===== src/rtl/eepw_pkg.sv =====
`timescale 1ns/1ps
// eepw_pkg: shared state type and nanosecond-to-cycle conversion helpers.
// Assumes times in ns and clock period in ps, both positive.
package eepw_pkg;

    typedef enum logic [2:0] {
        ST_INHIBIT,
        ST_IDLE,
        ST_PULSE,
        ST_GAP,
        ST_COMMIT
    } wr_state_e;

    // Smallest cycle count whose duration is at least ns
    function automatic int cycles_ceil(input int unsigned ns, input int unsigned ps);
        longint unsigned num;
        num = longint'(ns) * 1000 + longint'(ps) - 1;
        return int'(num / longint'(ps));
    endfunction

    // Largest cycle count whose duration is at most ns
    function automatic int cycles_floor(input int unsigned ns, input int unsigned ps);
        return int'((longint'(ns) * 1000) / longint'(ps));
    endfunction

    function automatic int max3(input int a, input int b, input int c);
        int m;
        m = (a > b) ? a : b;
        return (m > c) ? m : c;
    endfunction

endpackage


===== src/rtl/eepw_elapsed.sv =====
`timescale 1ns/1ps
// eepw_elapsed: saturating up-counter of cycles spent in the current phase.
// Assumes restart is pulsed on the edge that enters a new phase.
module eepw_elapsed #(
    parameter int W = 8
) (
    input  logic         clk,
    input  logic         rst_n,
    input  logic         restart,
    output logic [W-1:0] count
);

    // Count up from zero after each restart, holding at the top value
    always_ff @(posedge clk) begin
        if (!rst_n || restart) begin
            count <= '0;
        end else if (count != '1) begin
            count <= count + 1'b1;
        end
    end

endmodule


===== src/rtl/eepw_page_track.sv =====
`timescale 1ns/1ps
// eepw_page_track: remembers the page tag of the last loaded byte and
// compares an incoming tag against it. Assumes the caller slices the tags.
module eepw_page_track #(
    parameter int TAG_W = 10
) (
    input  logic             clk,
    input  logic             rst_n,
    input  logic             load,
    input  logic [TAG_W-1:0] load_tag,
    input  logic [TAG_W-1:0] probe_tag,
    output logic             hit
);

    logic [TAG_W-1:0] open_tag;

    // Capture the tag of every byte that starts a write pulse
    always_ff @(posedge clk) begin
        if (!rst_n) begin
            open_tag <= '0;
        end else if (load) begin
            open_tag <= load_tag;
        end
    end

    // Same-page test for the beat currently offered on the stream
    always_comb begin
        hit = (probe_tag == open_tag);
    end

endmodule


===== src/rtl/eeprom_page_writer.sv =====
`timescale 1ns/1ps
// eeprom_page_writer: turns a byte stream into write-enable pulses for an
// asynchronous parallel EEPROM, groups them into pages, spaces them inside
// the byte-load window and locks out writes for the internal write cycle
// and for an inhibit period after reset.
// Assumes: parameters satisfy floor(T_BLCMAX) > N_PULSE + GAP_MIN, and the
// memory is only written (output enable is parked high).
module eeprom_page_writer #(
    parameter int unsigned CLK_PERIOD_PS = 8000,
    parameter int unsigned ADDR_W        = 16,
    parameter int unsigned DATA_W        = 8,
    parameter int unsigned PAGE_BITS     = 7,
    parameter int unsigned T_WP_NS       = 100,
    parameter int unsigned T_DS_NS       = 50,
    parameter int unsigned T_AH_NS       = 50,
    parameter int unsigned T_BLCMIN_NS   = 100,
    parameter int unsigned T_BLCMAX_NS   = 100000,
    parameter int unsigned T_WC_NS       = 5000000,
    parameter int unsigned T_INIT_NS     = 5000000
) (
    input  logic              clk,
    input  logic              rst_n,
    input  logic              in_valid,
    output logic              in_ready,
    input  logic [ADDR_W-1:0] in_addr,
    input  logic [DATA_W-1:0] in_data,
    input  logic              in_last,
    output logic [ADDR_W-1:0] mem_addr,
    output logic [DATA_W-1:0] mem_data,
    output logic              mem_ce_n,
    output logic              mem_oe_n,
    output logic              mem_we_n,
    output logic              busy
);
    import eepw_pkg::*;

    localparam int N_PULSE_RAW = max3(cycles_ceil(T_WP_NS, CLK_PERIOD_PS),
                                      cycles_ceil(T_DS_NS, CLK_PERIOD_PS),
                                      cycles_ceil(T_AH_NS, CLK_PERIOD_PS));
    localparam int N_PULSE  = (N_PULSE_RAW < 1) ? 1 : N_PULSE_RAW;
    localparam int N_BLCMIN = cycles_ceil(T_BLCMIN_NS, CLK_PERIOD_PS);
    localparam int N_BLCMAX = cycles_floor(T_BLCMAX_NS, CLK_PERIOD_PS);
    localparam int N_WC     = cycles_ceil(T_WC_NS, CLK_PERIOD_PS);
    localparam int N_INIT_R = cycles_ceil(T_INIT_NS, CLK_PERIOD_PS);
    localparam int N_INIT   = (N_INIT_R < 1) ? 1 : N_INIT_R;
    // Rise-to-rise spacing is gap_elapsed + 1 + N_PULSE
    localparam int GAP_MIN  = (N_BLCMIN > N_PULSE + 1) ? N_BLCMIN - N_PULSE - 1 : 0;
    localparam int GAP_LAST = N_BLCMAX - N_PULSE - 1;
    localparam int CNT_TOP  = max3(N_INIT, max3(N_WC, N_BLCMAX, N_PULSE), 1);
    localparam int CNT_W    = $clog2(CNT_TOP + 1);
    localparam int TAG_W    = ADDR_W - PAGE_BITS;

    wr_state_e        state, state_d;
    logic             restart;
    logic [CNT_W-1:0] elapsed;
    logic             page_hit;
    logic             last_q;
    logic             accept;
    logic             gap_open;

    eepw_elapsed #(.W(CNT_W)) timer_i (
        .clk     (clk),
        .rst_n   (rst_n),
        .restart (restart),
        .count   (elapsed)
    );

    eepw_page_track #(.TAG_W(TAG_W)) page_i (
        .clk       (clk),
        .rst_n     (rst_n),
        .load      (accept),
        .load_tag  (in_addr[ADDR_W-1:PAGE_BITS]),
        .probe_tag (in_addr[ADDR_W-1:PAGE_BITS]),
        .hit       (page_hit)
    );

    // Stream ready: any beat when idle, only same-page beats inside the window
    always_comb begin
        gap_open = (elapsed >= CNT_W'(GAP_MIN));
        in_ready = 1'b0;
        case (state)
            ST_IDLE: in_ready = 1'b1;
            ST_GAP:  in_ready = gap_open && page_hit;
            default: in_ready = 1'b0;
        endcase
        accept = in_valid && in_ready;
    end

    // Phase sequencing and restart of the phase timer
    always_comb begin
        state_d = state;
        restart = 1'b0;
        case (state)
            ST_INHIBIT: if (elapsed == CNT_W'(N_INIT - 1)) begin
                state_d = ST_IDLE;
                restart = 1'b1;
            end
            ST_IDLE: if (accept) begin
                state_d = ST_PULSE;
                restart = 1'b1;
            end
            ST_PULSE: if (elapsed == CNT_W'(N_PULSE - 1)) begin
                state_d = last_q ? ST_COMMIT : ST_GAP;
                restart = 1'b1;
            end
            ST_GAP: begin
                if (accept) begin
                    state_d = ST_PULSE;
                    restart = 1'b1;
                end else if ((elapsed == CNT_W'(GAP_LAST)) ||
                             (in_valid && gap_open && !page_hit)) begin
                    state_d = ST_COMMIT;
                    restart = 1'b1;
                end
            end
            ST_COMMIT: if (elapsed == CNT_W'(N_WC - 1)) begin
                state_d = ST_IDLE;
                restart = 1'b1;
            end
            default: begin
                state_d = ST_INHIBIT;
                restart = 1'b1;
            end
        endcase
    end

    // State register and registered memory pins
    always_ff @(posedge clk) begin
        if (!rst_n) begin
            state    <= ST_INHIBIT;
            mem_we_n <= 1'b1;
            mem_ce_n <= 1'b1;
            mem_addr <= '0;
            mem_data <= '0;
            last_q   <= 1'b0;
        end else begin
            state    <= state_d;
            mem_we_n <= (state_d != ST_PULSE);
            mem_ce_n <= (state_d != ST_PULSE);
            if (accept) begin
                mem_addr <= in_addr;
                mem_data <= in_data;
                last_q   <= in_last;
            end
        end
    end

    // Output enable is parked inactive; busy covers every non-idle phase
    always_comb begin
        mem_oe_n = 1'b1;
        busy     = (state != ST_IDLE);
    end

endmodule


===== config.mk =====
export PLATFORM = sky130hd
export DESIGN_NAME = eeprom_page_writer
export DESIGN_NICKNAME = d
export VERILOG_FILES = /design/src/rtl/eepw_pkg.sv /design/src/rtl/eepw_elapsed.sv /design/src/rtl/eepw_page_track.sv /design/src/rtl/eeprom_page_writer.sv
export SDC_FILE = /design/constraint.sdc
export NUM_CORES = 1
export LEC_CHECK = 0
export CAP_MARGIN = 20
export CORE_ASPECT_RATIO = 1.25
export CORE_MARGIN = 4
export CORE_UTILIZATION = 54
export DETAILED_ROUTE_END_ITERATION = 6
export GPL_TIMING_DRIVEN = 0
export PLACE_DENSITY = 0.93
export SLEW_MARGIN = 0
export SYNTH_ARGS = -nofsm -noshare
export SYNTH_HDL_FRONTEND = slang
export SYNTH_SLANG_ARGS = --single-unit

===== constraint.sdc =====
create_clock -name clk -period 5 [get_ports clk]
set_input_delay 0.75 -clock clk [delete_from_list [all_inputs] [get_ports clk]]
set_output_delay 0.75 -clock clk [all_outputs]
set_load 0.02 [all_outputs]

### Yosys cells after proc, flatten, opt, wreduce, memory -nomap -nowiden

Index checks and enable logic that the tools add are counted.

| storage, ports and cells | value |
|---|---|
| input port bits | 28 |
| register bits | 58 |

| cells by class | value |
|---|---|
| order comparisons | 1 |
| add/subtract/negate cells | 1 |
| reductions and logical operators | 10 |
| equal/unequal tests | 11 |
| muxes and demuxes | 14 |

Operators by type and width:

| cell | count |
|---|---|
| adder 20 x 1 -> 20 bit (second input constant) | 1 |
| equality test 20 x 14 -> 1 bit (second input constant) | 1 |
| equality test 20 bit (second input constant) | 1 |
| equality test 20 x 4 -> 1 bit (second input constant) | 1 |
| greater-or-equal comparator 20 x 1 -> 1 bit (second input constant) | 1 |
| != test 20 bit (second input constant) | 1 |
| two-way mux 3 bit | 6 |
| case mux 3 bit (4 select lines) | 1 |
| equality test 9 bit | 1 |
| equality test 3 x 2 -> 1 bit (second input constant) | 2 |
| two-way mux 1 bit | 5 |
| logical AND 1 bit | 4 |
| case mux 1 bit (4 select lines) | 1 |
| equality test 3 x 1 -> 1 bit (second input constant) | 1 |
| equality test 3 bit (second input constant) | 1 |
| zero test 3 bit | 1 |
| != test 3 x 1 -> 1 bit (second input constant) | 1 |
| != test 3 x 2 -> 1 bit (second input constant) | 1 |
| zero test 1 bit | 2 |
| logical OR 1 bit | 2 |
| case mux 1 bit (2 select lines) | 1 |
| OR reduction 2 bit | 1 |

### Logic depth before layout (Yosys ltp)

Gate-level depths: netlist (run 1).

| logic depth | value |
|---|---|
| word-level depth | 8 |
| mapped depth | 8 |

### By module

Synthesis (run 1) repeated with hierarchy kept, for this count alone.

| unflattened totals | value |
|---|---|
| cell total of the unflattened synthesis | 333 |
| area total of the unflattened synthesis | 2891.5 sq um |

By module, submodules not included:

| module | area an instance (sq um) | instances | cells each | sequential area each (sq um) |
|---|---|---|---|---|
| eeprom_page_writer | 1392.6 | 1 | 170 | 580.6 |
| eepw_elapsed | 1062.3 | 1 | 123 | 400.4 |
| eepw_page_track | 436.7 | 1 | 40 | 180.2 |

### Least setup slack after synthesis (run 1)

OpenSTA, ideal clock, no wires.

| timing path | value |
|---|---|
| path type | input port to output port |
| start point | in in_addr[12] |
| end point | out in_ready |
| cell stages on the path | 4 |
| path slack | 2484 ps |
| arrival time | 1766 ps |
| cell sequence | xor2_1 -> nor4_2 -> nand3_2 -> a21oi_1 |

| between the ends | value |
|---|---|
| word-level cells in the longest chain between the ends | 3 |

Ends and longest elaborated chain:

| item | line | RTL |
|---|---|---|
| from (decl) | eeprom_page_writer.sv:25 | `input logic [ADDR_W-1:0] in_addr,` |
| equality test 9 bit | eepw_page_track.sv:28 | `hit = (probe_tag == open_tag);` |
| logical AND 1 bit | eeprom_page_writer.sv:83 | `ST_GAP: in_ready = gap_open && page_hit;` |
| case mux 1 bit (2 select lines) | eeprom_page_writer.sv:81 | `case (state)` |
| to (decl) | eeprom_page_writer.sv:24 | `output logic in_ready,` |

No other way between the ends.

### Worst setup path in the final report (run 1)

| timing path | value |
|---|---|
| start point | in in_addr[14] |
| end point | out in_ready |

Same word-level chain as after synthesis.

==> summary.txt, run 1 <==
Timing
  – Fin. Hold Viols: 0
  – Slew Viols, Final: 0
  – Minimum clock period: between 3000 and 4000 ps
  – Slew HR: about half
  – Slew @ Worst Pin: between 700 and 800 ps
  – Post-route clock period utilization: between 60% and 70%
  – Achievable clock frequency: between 0.2 and 0.3 GHz
  – Final setup TNS: 0 ps
  – Unrepaired setup endpoints after global routing: false
  – Clock Skew: roughly 7.4 ps
  – Final Setup Violations: 0

Clock network
  – Clk_lat worst skew: ~300 ps
  – H-tree levels: 2
  – Clk root buf: clkbuf_8
  – Reg clk slew, reported paths: approximately 80 ps
  – CTS tree: built
  – Setup Buffers After CTS: 0
  – Resized cells post-CTS: 0
  – Clock Path Buffers: 2
  – CTS Hold Bufs: 0
  – Num CTS Buffers: 5
  – Clock Sinks: between 40 and 50

Worst setup path
  – Critical path arrival: about 2800 ps
  – Startpoint types: primary input
  – Crit-path max FO: 2
  – RR Endpoint: mem_addr[10]
  – R2r setup slk: 2850 ps
  – CP endpoint kind: output port
  – CP Class: primary input to output port
  – Worst setup path end: in_ready
  – Worst R2R Path Depth: 6
  – CP startpoint: in_addr[14]
  – Reg2Reg Launch Point: mem_addr[12]
  – Required time worst endpoint: 4250 ps

Power and ir drop
  – Net Switching: roughly 0.16 mW
  – Int Pwr: approximately 0.57 mW
  – Sw frac: 22.1%
  – Max IR drop VDD: about 170 uV
  – Clock group share of total power: 37.8%
  – Seq pwr share: 54.2%
  – Lkg Pwr: 1.17 nW
  – Combinational power share: under 10%
  – Tot Pwr: 0.728 mW
  – Pwr Density: ~220 nW/um2

Worst hold path
  – Hold path depth: 2
  – Tightest Hold Check Type: flip-flop to flip-flop

Layout
  – Commonest non-fill, non-tap cell in the layout: nand2_1
  – Layout area overhead: 27.7%
  – Final #Nets: approximately 400
  – Share of layout cells above drive strength 1: under 10%
  – Diode count: 0
  – Fillers: roughly 330
  – Highest-count cells in the layout ignoring fill and taps: nand2_1, clkdlybuf4s50_1, dfxtp_1, nor2_1, mux2i_1
  – Register Area: 981 um2
  – Multi-input gate area: roughly 1500 um2

Detailed routing
  – Final wirelength: about 6.2 mm
  – Iteration-0 DRC Markers: between 100 and 150
  – Post-DR vias/cell: roughly 5.6
  – Router iterations before antenna repair: 6
  – Post-route DRC: 0
  – Routed via count: between 2000 and 2500
  – WL/cell: between 10 and 15 um
  – Final ANT Viol Nets: 0

Global routing
  – Vias in the first global route: ~2300
  – GR Layer Usage met1: 24.9%
  – Initial antenna violation count: 0
  – GRT overflow: 0
  – Largest net degree at the start of global routing: 15
  – Busiest layer in global routing: met2
  – Met3 GRT Util: a little over 4%
  – First-pass GRT wire length: between 10 and 15 mm
  – Grt met2 use: between 30% and 40%
  – Total routing usage reported by global routing: a little over a fifth

Die
  – Die Height: 85.4 um
  – Area of the core: 4530 um2
  – Ports: 57
  – Initial Utilization: 57.1%
  – Row Count: 27
  – Horiz. Die Dim: 69.9 um
  – Die area: around 6000 um2

Placed design
  – # port buffers: 54
  – Final HPWL DP: between 4 and 5 mm
  – Routability Congestion: 0.935

Logic synthesis
  – Mean Syn Cell Area: approximately 8.3 um2
  – Synth Net Count: between 300 and 400
  – Seq cells post-synth: between 40 and 50
  – Area share of the largest cell type after synthesis: roughly 38%
  – Syn Inst Count: slightly above 300
  – Library cells used by synthesis: 45
  – Share of the yosys chip area belonging to registers: 37.9%
  – Syn Std Cell Area: 2590 um2
  – Dominant cell type by area after synthesis: dfxtp_1
  – Area contributors post-synth: dfxtp_1, mux2i_1, nand2_1
  – Synth warn: 0

Job
  – Max-capacitance violation count: 0

Outcome
  – Status: completed
## critical path, stage by stage
cell and delay [ps]:
clkdlybuf4s50_1 450, xor2_1 160, nor3_1 400, nand3_2 170
a21oi_1 180, clkdlybuf4s50_1 640
## worst min-delay path by stage
stage / startpoint / end / slack, ps
after floorplan: last_q / last_q / 460
after global placement: mem_addr[2] / mem_addr[2] / 440
after detailed placement: mem_data[5] / mem_data[5] / 450
after CTS: mem_data[7] / mem_data[7] / 460
after global routing: mem_data[7] / mem_data[7] / 480
final: mem_data[7] / mem_data[7] / 460
## power groups by stage
stage	clock network [mW]	logic, mW	registers [mW]
floorplan	0	0.0275	0.403
global placement	0	0.0556	0.403
detailed placement	0	0.0575	0.404
CTS	0.278	0.0582	0.394
global route	0.290	0.0646	0.395
finish	0.275	0.0584	0.394
## synthesized netlist by cell type
cell type	instances
a2111oi_1	1
a211oi_1	3
a211oi_4	1
a21o_1	1
a21oi_1	7
a31oi_1	3
and2_1	1
and3_1	3
and4_1	1
and4b_1	1
buf_2	4
buf_4	4
buf_8	2
clkbuf_1	9
conb_1	1
dfxtp_1	49
ha_1	3
inv_1	6
mux2i_1	27
nand2_1	64
nand2b_1	2
nand3_1	10
nand3_2	1
nand3b_1	1
nand4_1	13
nand4_2	1
nor2_1	28
nor2_2	1
nor2b_1	2
nor3_1	10
nor4_1	2
nor4_2	4
nor4b_1	1
o21ai_0	6
o21ai_1	2
o311a_1	2
o31ai_1	3
o32ai_1	1
o41ai_1	1
or2_2	3
or3_1	2
or4_1	2
or4b_1	1
xnor2_1	10
xor2_1	11
## flip-flops by register name (all words and copies together), names as in the netlist
signal         count
mem_data           8
last_q             1
mem_addr          16
mem_we_n           1
state              3
timer_i.count     20
## metal layers
| layer | up-vias | share of wire (%) |
|---|---|---|
| li1 | 1193 | - |
| met1 | 1139 | 43 |
| met5 | - | 0 |
| met4 | 0 | 1.2 |
| met2 | 78 | 50 |
| met3 | 10 | 5.4 |
## stage by stage
stage | cells | hold WS, ps | area (um2) | setup WS [ps] | util [%]
final | 430 | 457 | 3300 | 1500 | 73.0
after global routing | 430 | 476 | 3300 | 1340 | 73.0
after CTS | 430 | 464 | 3300 | 1470 | 73.0
after detailed placement | 423 | 453 | 3200 | 1480 | 70.7
after global placement | 423 | 442 | 3200 | 1570 | 70.7
after floorplan | 311 | 461 | 2590 | 2480 | -
## final cells by class
cell class | instances | area share, %
timing repair buffer | 54 | 16.4
tap | 58 | 2.20
buffer | 19 | 3.45
clock inverter | 2 | 1.06
inverter | 6 | 0.682
clock buffer | 5 | 2.08
multi-input combinational | 237 | 44.5
sequential | 49 | 29.7
## logic make-up after synthesis
| logic type | count (synthesis) | share of synthesized area, % |
|---|---|---|
| flip-flops | 49 | 37.9 |
| adder cells (fa/ha/maj) | 3 | 1.45 |
| multiplexers | 27 | 10.4 |
| AND/OR/NAND/NOR | 154 | 29.4 |
| buffers and inverters | 25 | 5.27 |
| other | 1 | 0.145 |
| XOR/XNOR | 21 | 7.11 |
| AO/OA/AOI/OAI | 31 | 8.27 |
(Power assumes the default switching activity.)
==> inputs of run 2 (changes only) <==
Settings changed: CORE_UTILIZATION 54 to 50, PLACE_DENSITY 0.93 to 0.87.
Clock period 5 ns to 3.4 ns, I/O delays scaled along.
==> run 2 against run 1 <==
- clock-buffer cell count rose by 1
- critical path depth did not move
- critical endpoint unchanged
- largest power group unchanged
- final area rose by 0.64%
- cell count rose by 1.2%
- register-to-register slack got worse by 1700 ps
==> summary.txt, run 2 (synthesized netlist as in run 1, its figures left out) <==
Global routing
  – First-pass GRT wire length: 10.3 mm (-1.7%)
  – GRT overflow: 0 (unchanged)
  – Vias in the first global route: 2344 (+3.0%)
  – Initial antenna violation count: 0 (unchanged)
  – Total routing usage reported by global routing: 20.0% (-0.88 points)
  – Largest net degree at the start of global routing: 16 (+1)

Timing
  – Clock Skew: 8.25 ps (+0.799 ps)
  – Fin. Hold Viols: 0 (unchanged)
  – Slew Viols, Final: 0 (unchanged)
  – Setup ws final: 396 ps (-1110 ps)
  – Final Setup Violations: 0 (unchanged)
  – Final setup TNS: 0 ps (unchanged)
  – Achievable clock frequency: roughly 0.33 GHz
  – Minimum clock period: ~3000 ps
  – Slew HR: 46.3% (-4.6 points)
  – Unrepaired setup endpoints after global routing: false
  – Min Hold Slack: 461 ps (+3.88 ps)
  – Post-route clock period utilization: around nine tenths
  – Slew @ Worst Pin: 798 ps (+67.8 ps)

Worst setup path
  – R2r setup slk: 1200 ps (-1650 ps)
  – CP Class: primary input to output port
  – Delay-heaviest family, CP: buffers and inverters
  – CP dominant cell by count: clkdlybuf4s50_1
  – Bufs and invs on worst path: 2 (unchanged)
  – Largest stage delay, worst path: 640 ps (about the same)
  – CP endpoint kind: output port
  – Critical-path cell list: clkdlybuf4s50_1 -> xor2_1 -> nor4_2 -> nand3_2 -> a21oi_1 -> clkdlybuf4s50_1
  – CP max-delay cell: clkdlybuf4s50_1
  – Required time worst endpoint: 2890 ps (-1360 ps)
  – Critical path arrival: 2490 ps (-260 ps)
  – Crit-path max FO: 2 (unchanged)
  – Startpoint types: primary input

Die
  – Row Count: 29 (+7.4%)
  – Die area: 6390 um2 (+7.1%)
  – Initial Utilization: 51.3% (-5.9 points)
  – Horiz. Die Dim: 72.3 um (+3.5%)
  – Area of the core: 5040 um2 (+11%)
  – Ports: 57 (unchanged)
  – Die Height: 88.4 um (+3.6%)

Power and ir drop
  – Max IR drop VDD: 271 uV (+57%)
  – Seq pwr share: 52.6% (-1.6 points)
  – Pwr Density: 331 nW/um2 (+50%)
  – Sw frac: 22.0% (-0.074 points)
  – Lkg Pwr: 1.17 nW (+0.29%)
  – Tot Pwr: 1.10 mW (+51%)
  – Int Pwr: 0.859 mW (+51%)
  – Net Switching: 0.243 mW (+51%)
  – Clock group share of total power: 39.7% (+1.9 points)
  – Combinational power share: 7.7% (-0.3 points)

Detailed routing
  – WL/cell: 14.6 um (+0.52%)
  – Post-route DRC: 0 (unchanged)
  – Routed via count: 2420 (unchanged)
  – Iteration-0 DRC Markers: 114 (-22%)
  – Router iterations before antenna repair: 4 (-2)
  – Final ANT Viol Nets: 0 (unchanged)
  – Final wirelength: 6.34 mm (+1.7%)
  – Post-DR vias/cell: 5.56 (-1.1%)

Layout
  – Layout area overhead: 28.5%
  – Highest-count cells in the layout ignoring fill and taps: nand2_1, clkdlybuf4s50_1, dfxtp_1, nor2_1, mux2i_1
  – Fin cells: 435 (+1.2%)
  – Max reg flops: 20 (unchanged)
  – Final #Nets: 403 (unchanged)
  – Final Util: 65.9% (-7.1 points)
  – Diode count: 0 (unchanged)
  – Largest Register: timer_i.count
  – Final instance area: 3320 um2 (+0.64%)
  – Largest regs: timer_i.count x20, mem_addr x16, mem_data x8
  – Commonest non-fill, non-tap cell in the layout: nand2_1
  – Share of layout cells above drive strength 1: 7.77% (+0.25 points)

Placed design
  – Pre-CTS setup slack: 392 ps (-1090 ps)
  – Placed Instance Area: 3200 um2 (+0.16%)
  – # port buffers: 54 (unchanged)
  – Dpl cells: 427 (+0.95%)
  – Routability Congestion: 0.879 (-6.0%)
  – Final HPWL DP: 4.82 mm (+3.3%)

Clock network
  – Clk root buf: clkbuf_8
  – CTS tree: built
  – H-tree levels: 2 (unchanged)
  – Reg clk slew, reported paths: 90 ps (about the same)
  – Num CTS Buffers: 5 (unchanged)
  – Resized cells post-CTS: 0 (unchanged)
  – CTS Hold Bufs: 0 (unchanged)
  – Clock Path Buffers: 2 (unchanged)
  – Setup Buffers After CTS: 0 (unchanged)
  – Clock Sinks: 49 (unchanged)
  – Clk_lat worst skew: 310 ps (about the same)

Job
  – Max-capacitance violation count: 0 (unchanged)

Worst hold path
  – Tightest Hold Check Type: flip-flop to flip-flop

Outcome
  – Status: completed
-- run 2: final cells by class --
cell class / instances / area (um2)
fillers: 421 / 1720
repair buffers: 54 / 541
well taps: 62 / 77.6
clock inverters: 2 / 37.5
plain buffers: 19 / 114
multi-input cells: 237 / 1470
clock buffers: 6 / 82.6
flip-flops and latches: 49 / 981
inverters: 6 / 22.5
-- run 2: final timing paths --
path / from / cells past startpoint / to
worst min-delay path: mem_addr[1] / 2 / mem_addr[1]
worst min register to register: mem_addr[1] / 2 / mem_addr[1]
worst max register to register: mem_addr[10] / 6 / mem_addr[10]
worst max-delay path: in_addr[12] / 6 / in_ready
-- run 2: worst reg2reg max path, cell delays in order, from the launching register on --
cell and delay (ps):
dfxtp_1 360, xor2_1 180, nor4_2 380, nand3_2 180, a211oi_4 560, buf_8 230, mux2i_1 240
-- run 2: routing by layer --
layer  track usage, %  up-vias  wire length (um)
met5                0        -                 0
met4             10.4        0               165
met3             3.64       20               413
met2             35.7       83              3120
met1             22.6     1121              2640
li1                 -     1196                 -
-- run 2: power groups by stage --
stage | Clock, mW | Combinational [mW] | Sequential (mW)
after floorplan | 0 | 0.0404 | 0.593
final | 0.437 | 0.0848 | 0.580
after detailed placement | 0 | 0.0844 | 0.593
after global placement | 0 | 0.0821 | 0.593
after global routing | 0.470 | 0.0928 | 0.581
after CTS | 0.448 | 0.0854 | 0.580
==> inputs of run 3 (changes only) <==
Settings changed: CORE_ASPECT_RATIO 1.25 to not set, CORE_UTILIZATION 50 to 54, PLACE_DENSITY 0.87 to 0.93.
Clock period 3.4 ns to 3.9 ns, I/O delays scaled along.
==> run 3 against run 2 <==
- clock skew fell by 1.6 ps
- non-clock buffer count unchanged
- critical path type unchanged
- cell count decreased by 2.3%
- setup slack gained 360 ps
- global-route usage increased by 2.9 points
- clock-buffer cell count did not move
- register-to-register slack gained 520 ps
- combinational power down 11%
- final area fell by 0.38%
- critical endpoint unchanged
- hold slack improved by 2.4 ps
- total power shrank 12%
- flip-flop and latch count did not move
==> summary.txt, run 3 (synthesized netlist as in run 1, its figures left out) <==
Worst setup path
  – CP startpoint: in_addr[14]
  – Worst R2R Path Depth: 6 (unchanged)
  – Critical path arrival: 2560 ps (+70 ps)
  – CP endpoint kind: output port
  – Crit-path max FO: 2 (unchanged)
  – Required time worst endpoint: 3310 ps (+420 ps)
  – CP Class: primary input to output port
  – Reg2Reg Launch Point: mem_addr[10]
  – R2r setup slk: 1720 ps (+520 ps)
  – Startpoint types: primary input

Clock network
  – Clock Sinks: 49 (unchanged)
  – CTS Hold Bufs: 0 (unchanged)
  – Reg clk slew, reported paths: 90 ps (about the same)
  – Clk root buf: clkbuf_8
  – Clk_lat worst skew: 310 ps (about the same)
  – Setup Buffers After CTS: 0 (unchanged)
  – CTS tree: built
  – Resized cells post-CTS: 0 (unchanged)
  – Num CTS Buffers: 5 (unchanged)
  – H-tree levels: 2 (unchanged)
  – Clock Path Buffers: 2 (unchanged)

Global routing
  – Initial antenna violation count: 0 (unchanged)
  – GRT overflow: 0 (unchanged)
  – Largest net degree at the start of global routing: 16 (unchanged)
  – First-pass GRT wire length: 11.1 mm (+8.3%)
  – Vias in the first global route: 2357 (+0.55%)
  – Total routing usage reported by global routing: 22.9% (+2.9 points)

Layout
  – Final #Nets: 403 (unchanged)
  – Layout area overhead: 28.1%
  – Largest Register: timer_i.count
  – Max reg flops: 20 (unchanged)
  – Final Util: 73.5% (+7.6 points)
  – Diode count: 0 (unchanged)
  – Highest-count cells in the layout ignoring fill and taps: nand2_1, clkdlybuf4s50_1, dfxtp_1, nor2_1, mux2i_1
  – Fillers: 337 (-20%)
  – Share of layout cells above drive strength 1: 7.77% (unchanged)
  – Final instance area: 3310 um2 (-0.38%)
  – Commonest non-fill, non-tap cell in the layout: nand2_1
  – Largest regs: timer_i.count x20, mem_addr x16, mem_data x8

Worst hold path
  – Hold path depth: 2 (unchanged)
  – Origin of the worst min-delay path: mem_addr[2]
  – Tightest Hold Check Type: flip-flop to flip-flop

Placed design
  – Pre-CTS setup slack: 776 ps (+384 ps)
  – # port buffers: 54 (unchanged)
  – Final HPWL DP: 4.92 mm (+2.1%)
  – Placed Instance Area: 3190 um2 (-0.39%)
  – Routability Congestion: 0.939 (+6.9%)

Outcome
  – Status: completed

Power and ir drop
  – Sw frac: 22.4% (+0.40 points)
  – Tot Pwr: 0.965 mW (-12%)
  – Lkg Pwr: 1.17 nW (unchanged)
  – Net Switching: 0.217 mW (-11%)
  – Combinational power share: 7.8% (about the same)
  – Max IR drop VDD: 211 uV (-22%)
  – Clock group share of total power: 39.8% (about the same)
  – Pwr Density: 292 nW/um2 (-12%)
  – Seq pwr share: 52.4% (-0.2 points)
  – Int Pwr: 0.749 mW (-13%)

Die
  – Die area: 5960 um2 (-6.8%)
  – Row Count: 24 (-17%)
  – Ports: 57 (unchanged)
  – Area of the core: 4500 um2 (-11%)
  – Die Height: 77.2 um (-13%)
  – Horiz. Die Dim: 77.2 um (+6.7%)
  – Initial Utilization: 57.4% (+6.1 points)

Timing
  – Slew @ Worst Pin: 732 ps (-66.1 ps)
  – Fin. Hold Viols: 0 (unchanged)
  – Minimum clock period: about 3100 ps
  – Final setup TNS: 0 ps (unchanged)
  – Final Setup Violations: 0 (unchanged)
  – Slew Viols, Final: 0 (unchanged)
  – Achievable clock frequency: 0.318 GHz
  – Post-route clock period utilization: 80.7%
  – Setup ws final: 754 ps (+358 ps)
  – Clock Skew: 6.62 ps (-1.63 ps)
  – Slew HR: 50.8% (+4.4 points)
  – Unrepaired setup endpoints after global routing: false

Detailed routing
  – WL/cell: 15.9 um (+8.9%)
  – Post-route DRC: 0 (unchanged)
  – Iteration-0 DRC Markers: 262 (+130%)
  – Router iterations before antenna repair: 4 (unchanged)
  – Routed via count: 2467 (+1.9%)
  – Post-DR vias/cell: 5.80 (+4.3%)
  – Final ANT Viol Nets: 0 (unchanged)
  – Final wirelength: 6.74 mm (+6.4%)

Job
  – Max-capacitance violation count: 0 (unchanged)
## run 3: cell counts in the layout (fill, tap and decap cells not counted)
No cell type changed its count.
## run 3: critical path, cell delays in order
cell	delay [ps]
clkdlybuf4s50_1	460
xor2_1	160
nor3_1	390
nand3_2	160
a21oi_1	170
clkdlybuf4s50_1	630
## run 3: area by class of cell
class	count	area [um2]	area share (%)
multi-input cells	237	1470	44.4
flip-flops and latches	49	981	29.6
repair buffers	54	541	16.3
plain buffers	19	114	3.44
clock buffers	6	82.6	2.49
well taps	52	65.1	1.96
clock inverters	2	37.5	1.13
inverters	6	22.5	0.680
## run 3: per-layer routing
metal	track usage [%]	up-vias	routed length [um]
met5	0	-	0
met1	28.0	1161	2850
met4	10.3	0	233
met2	39.0	91	3330
met3	4.22	19	330
li1	-	1196	-
## run 3: per-stage QoR
stage	std cells	hold slack [ps]
2_1_floorplan	311	461
3_3_place_gp	417	441
3_5_place_dp	417	452
4_1_cts	425	467
5_1_grt	425	498
6_report	425	463
## run 3: worst paths after layout
kind	end
max	in_ready
max reg2reg	mem_addr[10]
min	mem_addr[2]
min reg2reg	mem_addr[2]
## run 3: power by group through the flow
stage | Sequential, mW | Clock [mW] | Combinational [mW]
2_1_floorplan | 0.517 | 0 | 0.0352
3_3_place_gp | 0.517 | 0 | 0.0711
3_5_place_dp | 0.517 | 0 | 0.0742
4_1_cts | 0.506 | 0.389 | 0.0751
5_1_grt | 0.506 | 0.410 | 0.0819
6_report | 0.506 | 0.384 | 0.0752
